--- src/rtl/irq_route_pkg.sv ---
package irq_route_pkg;
    typedef enum logic [1:0] {
        KIND_LEVEL = 2'd0,
        KIND_ROUTE = 2'd1,
        KIND_FAST  = 2'd2,
        KIND_NONE  = 2'd3
    } wr_kind_e;

    localparam logic [1:0] ROUTE_CPU = 2'b00;
    localparam logic [1:0] ROUTE_DTC = 2'b01;
endpackage

--- src/rtl/irq_cfg_regs.sv ---
module irq_cfg_regs
    import irq_route_pkg::*;
#(
    parameter int N     = 32,
    parameter int VEC_W = 8,
    parameter int LVL_W = 3,
    parameter int IDX_W = 5
) (
    input  logic                       clk,
    input  logic                       rst_n,
    input  logic                       wr_en_i,
    input  logic [1:0]                 wr_kind_i,
    input  logic [IDX_W-1:0]           wr_idx_i,
    input  logic [VEC_W:0]             wr_data_i,
    output logic [N-1:0][LVL_W-1:0]    level_o,
    output logic [N-1:0][1:0]          route_o,
    output logic                       fast_en_o,
    output logic [VEC_W-1:0]           fast_vec_o
);
    typedef struct packed {
        logic [N-1:0][LVL_W-1:0] level;
        logic [N-1:0][1:0]       route;
        logic                    fast_en;
        logic [VEC_W-1:0]        fast_vec;
    } cfg_t;

    cfg_t cfg_d, cfg_q;

    always_comb begin
        cfg_d = cfg_q;
        if (wr_en_i) begin
            case (wr_kind_e'(wr_kind_i))
                KIND_LEVEL: begin
                    for (int i = 0; i < N; i++) begin
                        if (int'(wr_idx_i) == i) cfg_d.level[i] = wr_data_i[LVL_W-1:0];
                    end
                end
                KIND_ROUTE: begin
                    for (int i = 0; i < N; i++) begin
                        if (int'(wr_idx_i) == i) cfg_d.route[i] = wr_data_i[1:0];
                    end
                end
                KIND_FAST: begin
                    cfg_d.fast_en  = wr_data_i[VEC_W];
                    cfg_d.fast_vec = wr_data_i[VEC_W-1:0];
                end
                default: ;
            endcase
        end
    end

    always_ff @(posedge clk or negedge rst_n) begin
        if (!rst_n) cfg_q <= '0;
        else        cfg_q <= cfg_d;
    end

    assign level_o    = cfg_q.level;
    assign route_o    = cfg_q.route;
    assign fast_en_o  = cfg_q.fast_en;
    assign fast_vec_o = cfg_q.fast_vec;

    // a fast write lands on the next edge
    p_fast_write_r12: assert property (@(posedge clk) disable iff (!rst_n)
        (wr_en_i && wr_kind_i == 2'd2) |=> (fast_vec_o == $past(wr_data_i[VEC_W-1:0])));
endmodule

--- src/rtl/irq_cpu_arb.sv ---
module irq_cpu_arb #(
    parameter int N        = 32,
    parameter int VEC_BASE = 64,
    parameter int VEC_W    = 8,
    parameter int LVL_W    = 3
) (
    input  logic                    clk,
    input  logic                    rst_n,
    input  logic [N-1:0]            cand_i,
    input  logic [N-1:0][LVL_W-1:0] level_i,
    input  logic                    fast_en_i,
    input  logic [VEC_W-1:0]        fast_vec_i,
    input  logic                    in_service_max_i,
    input  logic                    ack_i,
    output logic                    req_o,
    output logic [VEC_W-1:0]        vec_o,
    output logic [LVL_W-1:0]        level_o
);
    localparam logic [LVL_W-1:0] TOP_LVL = '1;

    typedef struct packed {
        logic             req;
        logic [VEC_W-1:0] vec;
        logic [LVL_W-1:0] level;
    } res_t;

    res_t res_d, res_q;

    logic [VEC_W-1:0] fast_ofs;
    logic             fast_in_range;
    logic             fast_hit;
    logic             norm_found;
    logic [VEC_W-1:0] norm_vec;
    logic [LVL_W-1:0] norm_lvl;

    always_comb begin
        fast_ofs      = fast_vec_i - VEC_W'(VEC_BASE);
        fast_in_range = fast_en_i && (fast_vec_i >= VEC_W'(VEC_BASE)) && (int'(fast_ofs) < N);
        fast_hit      = 1'b0;
        norm_found    = 1'b0;
        norm_vec      = '0;
        norm_lvl      = '0;
        for (int i = 0; i < N; i++) begin
            if (fast_in_range && int'(fast_ofs) == i) begin
                fast_hit = cand_i[i];
            end else if (cand_i[i] && level_i[i] != '0 &&
                         (!norm_found || level_i[i] > norm_lvl)) begin
                norm_found = 1'b1;
                norm_vec   = VEC_W'(VEC_BASE + i);
                norm_lvl   = level_i[i];
            end
        end
    end

    always_comb begin
        res_d = res_q;
        if (ack_i) begin
            res_d.req = 1'b0;
        end else if (!res_q.req) begin
            if (fast_hit && !in_service_max_i) begin
                res_d.req   = 1'b1;
                res_d.vec   = fast_vec_i;
                res_d.level = TOP_LVL;
            end else begin
                res_d.req   = norm_found;
                res_d.vec   = norm_vec;
                res_d.level = norm_lvl;
            end
        end
    end

    always_ff @(posedge clk or negedge rst_n) begin
        if (!rst_n) res_q <= '0;
        else        res_q <= res_d;
    end

    assign req_o   = res_q.req;
    assign vec_o   = res_q.vec;
    assign level_o = res_q.level;

    p_hold_cpu_r10: assert property (@(posedge clk) disable iff (!rst_n)
        (req_o && !ack_i) |=> (req_o && $stable(vec_o) && $stable(level_o)));

    p_ack_cpu_r11: assert property (@(posedge clk) disable iff (!rst_n)
        ack_i |=> !req_o);

    p_no_zero_lvl_r4: assert property (@(posedge clk) disable iff (!rst_n)
        req_o |-> (level_o != '0));

    p_fast_withheld_r6: assert property (@(posedge clk) disable iff (!rst_n)
        (!req_o && !ack_i && in_service_max_i && fast_en_i)
        |=> !(req_o && vec_o == $past(fast_vec_i)));
endmodule

--- src/rtl/irq_dtc_arb.sv ---
module irq_dtc_arb #(
    parameter int N        = 32,
    parameter int VEC_BASE = 64,
    parameter int VEC_W    = 8
) (
    input  logic             clk,
    input  logic             rst_n,
    input  logic [N-1:0]     cand_i,
    input  logic             ack_i,
    output logic             req_o,
    output logic [VEC_W-1:0] vec_o
);
    typedef struct packed {
        logic             req;
        logic [VEC_W-1:0] vec;
    } res_t;

    res_t             res_d, res_q;
    logic             low_found;
    logic [VEC_W-1:0] low_vec;

    always_comb begin
        low_found = 1'b0;
        low_vec   = '0;
        for (int i = N - 1; i >= 0; i--) begin
            if (cand_i[i]) begin
                low_found = 1'b1;
                low_vec   = VEC_W'(VEC_BASE + i);
            end
        end
    end

    always_comb begin
        res_d = res_q;
        if (ack_i) begin
            res_d.req = 1'b0;
        end else if (!res_q.req) begin
            res_d.req = low_found;
            res_d.vec = low_vec;
        end
    end

    always_ff @(posedge clk or negedge rst_n) begin
        if (!rst_n) res_q <= '0;
        else        res_q <= res_d;
    end

    assign req_o = res_q.req;
    assign vec_o = res_q.vec;

    p_hold_dtc_r10: assert property (@(posedge clk) disable iff (!rst_n)
        (req_o && !ack_i) |=> (req_o && $stable(vec_o)));

    p_ack_dtc_r11: assert property (@(posedge clk) disable iff (!rst_n)
        ack_i |=> !req_o);

    p_dtc_found_r8: assert property (@(posedge clk) disable iff (!rst_n)
        (!req_o && !ack_i && cand_i != '0) |=> req_o);
endmodule

--- src/rtl/irq_route_arbiter.sv ---
module irq_route_arbiter
    import irq_route_pkg::*;
#(
    parameter int N        = 32,
    parameter int VEC_BASE = 64,
    parameter int VEC_W    = 8,
    parameter int LVL_W    = 3,
    localparam int IDX_W   = (N > 1) ? $clog2(N) : 1
) (
    input  logic             clk,
    input  logic             rst_n,
    input  logic [N-1:0]     pend_i,
    input  logic             in_service_max,
    input  logic             wr_en,
    input  logic [1:0]       wr_kind,
    input  logic [IDX_W-1:0] wr_idx,
    input  logic [VEC_W:0]   wr_data,
    output logic             cpu_req,
    output logic [VEC_W-1:0] cpu_vector,
    output logic [LVL_W-1:0] cpu_level,
    input  logic             cpu_ack,
    output logic             dtc_req,
    output logic [VEC_W-1:0] dtc_vector,
    input  logic             dtc_ack,
    output logic [N-1:0]     dma_req
);
    logic [N-1:0][LVL_W-1:0] level;
    logic [N-1:0][1:0]       route;
    logic                    fast_en;
    logic [VEC_W-1:0]        fast_vec;
    logic [N-1:0]            cpu_cand, dtc_cand, dma_cand;
    logic [N-1:0]            dma_d, dma_q;

    irq_cfg_regs #(.N(N), .VEC_W(VEC_W), .LVL_W(LVL_W), .IDX_W(IDX_W)) cfg_i (
        .clk        (clk),
        .rst_n      (rst_n),
        .wr_en_i    (wr_en),
        .wr_kind_i  (wr_kind),
        .wr_idx_i   (wr_idx),
        .wr_data_i  (wr_data),
        .level_o    (level),
        .route_o    (route),
        .fast_en_o  (fast_en),
        .fast_vec_o (fast_vec)
    );

    for (genvar g = 0; g < N; g++) begin : g_route
        assign cpu_cand[g] = pend_i[g] && (route[g] == ROUTE_CPU);
        assign dtc_cand[g] = pend_i[g] && (route[g] == ROUTE_DTC);
        assign dma_cand[g] = pend_i[g] && route[g][1];
    end

    irq_cpu_arb #(.N(N), .VEC_BASE(VEC_BASE), .VEC_W(VEC_W), .LVL_W(LVL_W)) cpu_arb_i (
        .clk              (clk),
        .rst_n            (rst_n),
        .cand_i           (cpu_cand),
        .level_i          (level),
        .fast_en_i        (fast_en),
        .fast_vec_i       (fast_vec),
        .in_service_max_i (in_service_max),
        .ack_i            (cpu_ack),
        .req_o            (cpu_req),
        .vec_o            (cpu_vector),
        .level_o          (cpu_level)
    );

    irq_dtc_arb #(.N(N), .VEC_BASE(VEC_BASE), .VEC_W(VEC_W)) dtc_arb_i (
        .clk    (clk),
        .rst_n  (rst_n),
        .cand_i (dtc_cand),
        .ack_i  (dtc_ack),
        .req_o  (dtc_req),
        .vec_o  (dtc_vector)
    );

    always_comb begin
        dma_d = dma_cand;
    end

    always_ff @(posedge clk or negedge rst_n) begin
        if (!rst_n) dma_q <= '0;
        else        dma_q <= dma_d;
    end

    assign dma_req = dma_q;

    p_dma_subset_r9: assert property (@(posedge clk) disable iff (!rst_n)
        1'b1 |=> ((dma_req & ~$past(pend_i)) == '0));

    p_route_excl_r1: assert property (@(posedge clk) disable iff (!rst_n)
        $countones({|(cpu_cand & dtc_cand), |(cpu_cand & dma_cand), |(dtc_cand & dma_cand)}) == 0);
endmodule

--- config.mk ---
export PLATFORM = sky130hd
export DESIGN_NAME = irq_route_arbiter
export DESIGN_NICKNAME = d
export VERILOG_FILES = /design/src/rtl/irq_route_pkg.sv /design/src/rtl/irq_cfg_regs.sv /design/src/rtl/irq_cpu_arb.sv /design/src/rtl/irq_dtc_arb.sv /design/src/rtl/irq_route_arbiter.sv
export SDC_FILE = /design/constraint.sdc
export NUM_CORES = 1
export LEC_CHECK = 0
export BUFFER_PORTS_ARGS = -buffer_cell sky130_fd_sc_hd__buf_2
export CELL_PAD_IN_SITES_DETAIL_PLACEMENT = 1
export CELL_PAD_IN_SITES_GLOBAL_PLACEMENT = 1
export CORE_MARGIN = 10
export CORE_UTILIZATION = 45
export CTS_BUF_LIST = sky130_fd_sc_hd__clkbuf_2 sky130_fd_sc_hd__clkbuf_4 sky130_fd_sc_hd__clkbuf_8
export DETAILED_ROUTE_END_ITERATION = 8
export PLACE_DENSITY = 0.92
export RECOVER_POWER = 50
export SLEW_MARGIN = 15
export SYNTH_ARGS = -nofsm -noshare
export SYNTH_HDL_FRONTEND = slang
export SYNTH_SLANG_ARGS = --single-unit
export TNS_END_PERCENT = 30
--- constraint.sdc ---
create_clock -name clk -period 41.4 [get_ports clk]
set_clock_uncertainty 0.2 [all_clocks]
set_input_delay 2.07 -clock clk [delete_from_list [all_inputs] [get_ports clk]]
set_output_delay 2.07 -clock clk [all_outputs]
set_load 0.01 [all_outputs]
==> key figures, run 1 <==
Placement
  • Placed inst area: 0.01816 mm^2
  • Post-DP HPWL: around 50,000 um
  • PortBufs: 104
  • GP Congestion: 0.9315

Clock tree
  • H-tree Lvls: 2
  • CTS root buffer: clkbuf_8
  • CTS Hold Bufs: 0
  • Max clock buf depth: 3
  • Num CTS Buffers: 41
  • Clock sinks: 220

Logic synthesis
  • Number of enable flip-flop cells after synthesis: 0
  • Post-Synthesis Cells: 1,601
  • Synth top area share: 0.3626
  • Sequential area share after synthesis: 0.3626
  • Synth warn: 0
  • Post-Syn Area: between 0.015 and 0.02 mm^2
  • Synth Flop Type: dfrtp_1
  • Top post-synthesis cells by area: dfrtp_1 36%, mux2_2 13%, ha_1 6.0%
  • Cell taking the most area after synthesis: dfrtp_1
  • Synthesized area per cell: 9.484 um^2
  • Synthesis-stage register bit count: 220
  • Async SR Flop Fraction: 1.000
  • Synth cell types: 114

Floorplan
  • DIE WIDTH: 203.7 um
  • Starting Density: 0.4539
  • Ports: 107
  • # rows: 67
  • Die H: 203.7 um

Global route
  • Grt ovf: 171
  • Gr usage total: 0.7750
  • Initial antenna violation count: 34
  • Pin count of the biggest net entering global routing: 92

Timing
  • GR repair worst EP: cpu_arb_i.vec_o[4]$_DFFE_PN0P_/D
  • Worst_ep kind: register input

Status
  • Fail Step: global routing
  • Status: aborted with a tool error
  • First Error: [ERROR GRT-0232] Routing congestion too high. Check the congestion heatmap in the GUI.
-- repair_timing --
| item | CTS |
|---|---|
| buffers inserted | 123 |
| resized for setup | 229 |
| pin swaps | 179 |
| setup endpoints to repair | 8 |
| cloned | 0 |
-- kinds of logic after synthesis --
kind of cell	count (synthesis)	synth area share
simple gates	577	0.2024
fa+ha+maj	74	0.06082
buf+inv	128	0.03370
compound gates	418	0.2021
flops	220	0.3626
mux	183	0.1382
other cells	1	0.0002470
-- Yosys cell counts (9+ instances only) --
library cell  number
or2_2             19
o211ai_1          17
inv_1             86
clkbuf_1          30
nor3b_1           27
a21oi_1          106
nor2b_1           20
mux2_2           169
nand3b_1          22
a211o_1           10
nand3_1           31
and3b_1           15
dfrtp_1          220
a21o_1            23
o21a_1            15
a211oi_1          13
nand2b_1          20
a31oi_1           20
o31ai_1           21
o22ai_1           12
nor2_1           110
mux2i_1            9
nand2_1          162
and2_1            54
o21ai_0           67
ha_1              73
nor3_1            34
-- layer usage --
metal,GRT usage,GRT overflow
met5,0.4162,0
met4,0.7876,76
met3,0.6998,9
met2,0.8819,77
met1,0.7575,9
-- stage by stage --
| stage | cells | setup slack [ps] | hold slack, ps | utilization | setup TNS (ps) |
|---|---|---|---|---|---|
| after floorplan | 1602 | -982.6 | 275.8 | - | -5945 |
| after detailed placement | 2328 | -5560 | 269.9 | 0.5430 | -42970 |
| after CTS | 2525 | -3760 | 290.7 | 0.6338 | -29170 |
| after global placement | 2328 | -2335 | 256.7 | 0.5430 | -17310 |
==> run 2, diff against run 1 <==
--- a/config.mk
+++ b/config.mk
@@ -6,13 +6,10 @@
 export NUM_CORES = 1
 export LEC_CHECK = 0
 export BUFFER_PORTS_ARGS = -buffer_cell sky130_fd_sc_hd__buf_2
-export CELL_PAD_IN_SITES_DETAIL_PLACEMENT = 1
-export CELL_PAD_IN_SITES_GLOBAL_PLACEMENT = 1
 export CORE_MARGIN = 10
-export CORE_UTILIZATION = 45
-export CTS_BUF_LIST = sky130_fd_sc_hd__clkbuf_2 sky130_fd_sc_hd__clkbuf_4 sky130_fd_sc_hd__clkbuf_8
+export CORE_UTILIZATION = 40
 export DETAILED_ROUTE_END_ITERATION = 8
-export PLACE_DENSITY = 0.92
+export PLACE_DENSITY_LB_ADDON = 0.15
 export RECOVER_POWER = 50
 export SLEW_MARGIN = 15
 export SYNTH_ARGS = -nofsm -noshare
==> constraint.sdc (replaced) <==
create_clock -name clk -period 53.8 [get_ports clk]
set_clock_uncertainty 0.2 [all_clocks]
set_input_delay 2.69 -clock clk [delete_from_list [all_inputs] [get_ports clk]]
set_output_delay 2.69 -clock clk [all_outputs]
set_load 0.01 [all_outputs]
==> key figures, run 2 <==
Critical path
  • CP Data Required Time: ~54,000 ps
  • Critical Path AT: 50,230 ps
  • CP max FO: 11
  • Delay of the slowest critical-path stage: 440 ps
  • CP Launch Type: input pin
  • Worst Setup SP: pend_i[0]
  • Worst flop-to-flop path startpoint: cfg_i.fast_vec_o[1]
  • Most used cell, CP: a21oi_1
  • Setup CP Type: in2reg
  • CP endpoint kind: flop
  • Crit-path slowest cell: or3b_1

Timing
  • Setup TNS: 0 ps
  • Max-slew violations: 147
  • Tmin final: 49,990 ps
  • Max transition margin: -1.880
  • Setup ws final: 3806 ps
  • Tcrit/Tclk final: 0.9293
  • Worst Tran Pin Value: 4320 ps
  • Max Clk Rate: 20.00 MHz
  • Final number of hold-violating endpoints: 0
  • Endpoints failing setup: 0

Floorplan
  • DIE WIDTH: 214.8 um (was 203.7 um)
  • Die H: 214.8 um (was 203.7 um)
  • Die Area: 0.04615 mm^2
  • # rows: 71 (was 67)
  • Starting Density: 0.4041 (was 0.4539)
  • Core area: 0.03758 mm^2
  • Ports: 107 (unchanged)

Clock tree
  • Clk_lat worst skew: 550 ps
  • Num CTS Buffers: 26 (was 41)
  • CTS tree: built
  • Clock slew at reported path FFs: 60 ps
  • CTS Hold Bufs: 0 (unchanged)
  • CTS root buffer: clkbuf_16 (was clkbuf_8)
  • Max clock buf depth: 3 (unchanged)
  • Clock sinks: 220 (unchanged)
  • H-tree Lvls: 1 (was 2)

Logic synthesis
  • Top cells by count, synth: 220 x dfrtp_1, 169 x mux2_2, 162 x nand2_1 (unchanged)
  • Number of enable flip-flop cells after synthesis: 0 (unchanged)
  • Sequential area share after synthesis: 0.3626 (unchanged)
  • Post-Syn Area: 0.01518 mm^2 (unchanged)
  • Synth Flop Type: dfrtp_1 (unchanged)
  • Synthesis-stage register bit count: 220 (unchanged)
  • Synthesized area per cell: 9.484 um^2 (unchanged)
  • Synth cell types: 114 (unchanged)
  • Top post-synthesis cells by area: dfrtp_1 36%, mux2_2 13%, ha_1 6.0% (unchanged)
  • Async SR Flop Fraction: 1.000 (unchanged)
  • Synth top area share: 0.3626 (unchanged)
  • Post-Synthesis Cells: 1,601 (unchanged)
  • Most frequent cell after synthesis: dfrtp_1 (unchanged)
  • Cell taking the most area after synthesis: dfrtp_1 (unchanged)
  • Synth warn: 0 (unchanged)

Global route
  • Grt ovf: 0
  • Pin count of the biggest net entering global routing: 79
  • Vias in the first global route: 12,510
  • Initial antenna violation count: 4
  • First-pass GRT wire length: between 70,000 and 80,000 um
  • Gr usage total: 0.2007

Worst hold path
  • Worst hold path startpoint: cpu_arb_i.vec_o[3]
  • HP Class: reg2reg

Detailed routing
  • Vias per cell: ~5.8
  • Routed length per instance: 21.44 um
  • Routed Antenna Nets: 0
  • Via count: 13,070
  • Detailed Route Iter0 Violations: 1,003
  • DR DRC count: 0
  • Wirelength, routed: 48,140 um
  • TritonRoute pass-1 iters: 5

Final layout
  • Max FFs per register: 96
  • Nets: 1,837
  • Area growth syn-to-layout: 13.62%
  • Commonest non-fill, non-tap cell in the layout: dfrtp_1
  • Most frequent cells in the layout: 220 x dfrtp_1, 169 x mux2_2, 162 x nand2_1, 106 x nor2_1, 101 x a21oi_1
  • Layout cells sized above 1: 0.2272
  • Final Cell Area: between 0.015 and 0.02 mm^2
  • Final core occ: 0.4591
  • FILL cells: 3,637

Placement
  • Placed inst area: 0.01625 mm^2 (was 0.01816 mm^2)
  • GP Congestion: 0.9281 (was 0.9315)
  • Post-DP HPWL: 36,390 um (was 49,720 um)
  • DP Worst Slack: 514.1 ps (was -5560 ps)
  • PortBufs: 104 (unchanged)

Power and ir drop
  • Tot Pwr: 0.9450 mW
  • LEAKAGE: 7.720 nW
  • Power per Cell Area: 54.78 mW/mm^2
  • Peak supply drop: 0.02877 mV

Run
  • Max Cap Viol: 2

Status
  • Failing checks: capacitance limit, slew limit
  • Status: complete, but fails checks (was aborted with a tool error)
==> run 2: layout make-up <==
cell class	instances	area, um^2	share of cell area
diodes	4	10.01	0.0005802
clock buffers	35	775.7	0.04497
clock inverters	13	81.33	0.004714
inverters	88	330.3	0.01915
multi-input cells	1254	9335	0.5411
flip-flops and latches	220	5505	0.3191
well taps	511	639.4	0.03706
repair buffers	120	574.3	0.03329
==> run 2: timing repair <==
action                     4_1_cts  5_1_grt
setup endpoints to repair        0        8
gates resized for setup          0       38
setup buffers                    0        8
==> run 2: where the power goes <==
part           internal, mW  switching, mW  leakage (nW)
clock network         0.101         0.0750         0.416
logic                 0.237          0.330          4.40
registers             0.184         0.0177          2.91
total                 0.522          0.423          7.72
==> run 2: worst max-delay path, delay by kind of cell <==
kind,cells,cell delay [ps]
AO/OA/AOI/OAI,134,25480
adder cells (fa/ha/maj),31,8610
buffers and inverters,12,1050
multiplexers,6,2020
AND/OR/NAND/NOR,68,10360
==> run 2: logic make-up (layout without fill, tap and decap cells) <==
family / after synthesis / count (layout) / share of synthesized area
simple gates: 577 / 577 / 0.2024
compound gates: 418 / 418 / 0.2021
mux: 183 / 183 / 0.1382
fa+ha+maj: 74 / 74 / 0.06082
other cells: 1 / 6 / 0.0002470
buf+inv: 128 / 256 / 0.03370
flops: 220 / 220 / 0.3626
==> run 2: worst paths after layout <==
kind | endpoint | slack [ps] | depth (start not counted)
max | cpu_arb_i.vec_o[3] | 3810 | 251
min | cpu_arb_i.vec_o[3] | 270 | 1
max reg2reg | cpu_arb_i.vec_o[3] | 5260 | 250
min reg2reg | cpu_arb_i.vec_o[3] | 270 | 1
max in group asynchronous | dma_req[13] | 44650 | 3
min in group asynchronous | dma_req[2] | 3110 | 1
==> run 2: metal layers <==
layer / track usage / wire length [um] / vias up
met3: 0.02570 / 2954 / 69
met5: 0 / 0 / -
met2: 0.3092 / 21170 / 433
met1: 0.2842 / 22650 / 6422
met4: 0.06783 / 1378 / 0
li1: - / - / 6142
==> run 2: metrics by stage <==
| step | instances | hold WS (ps) |
|---|---|---|
| 5_1_grt | 2245 | 291.0 |
| 6_report | 2245 | 270.8 |
| 4_1_cts | 2233 | 274.5 |
| 3_5_place_dp | 2185 | 260.4 |
| 2_1_floorplan | 1602 | 275.8 |
| 3_3_place_gp | 2185 | 256.7 |
(Power assumes the default switching activity.)
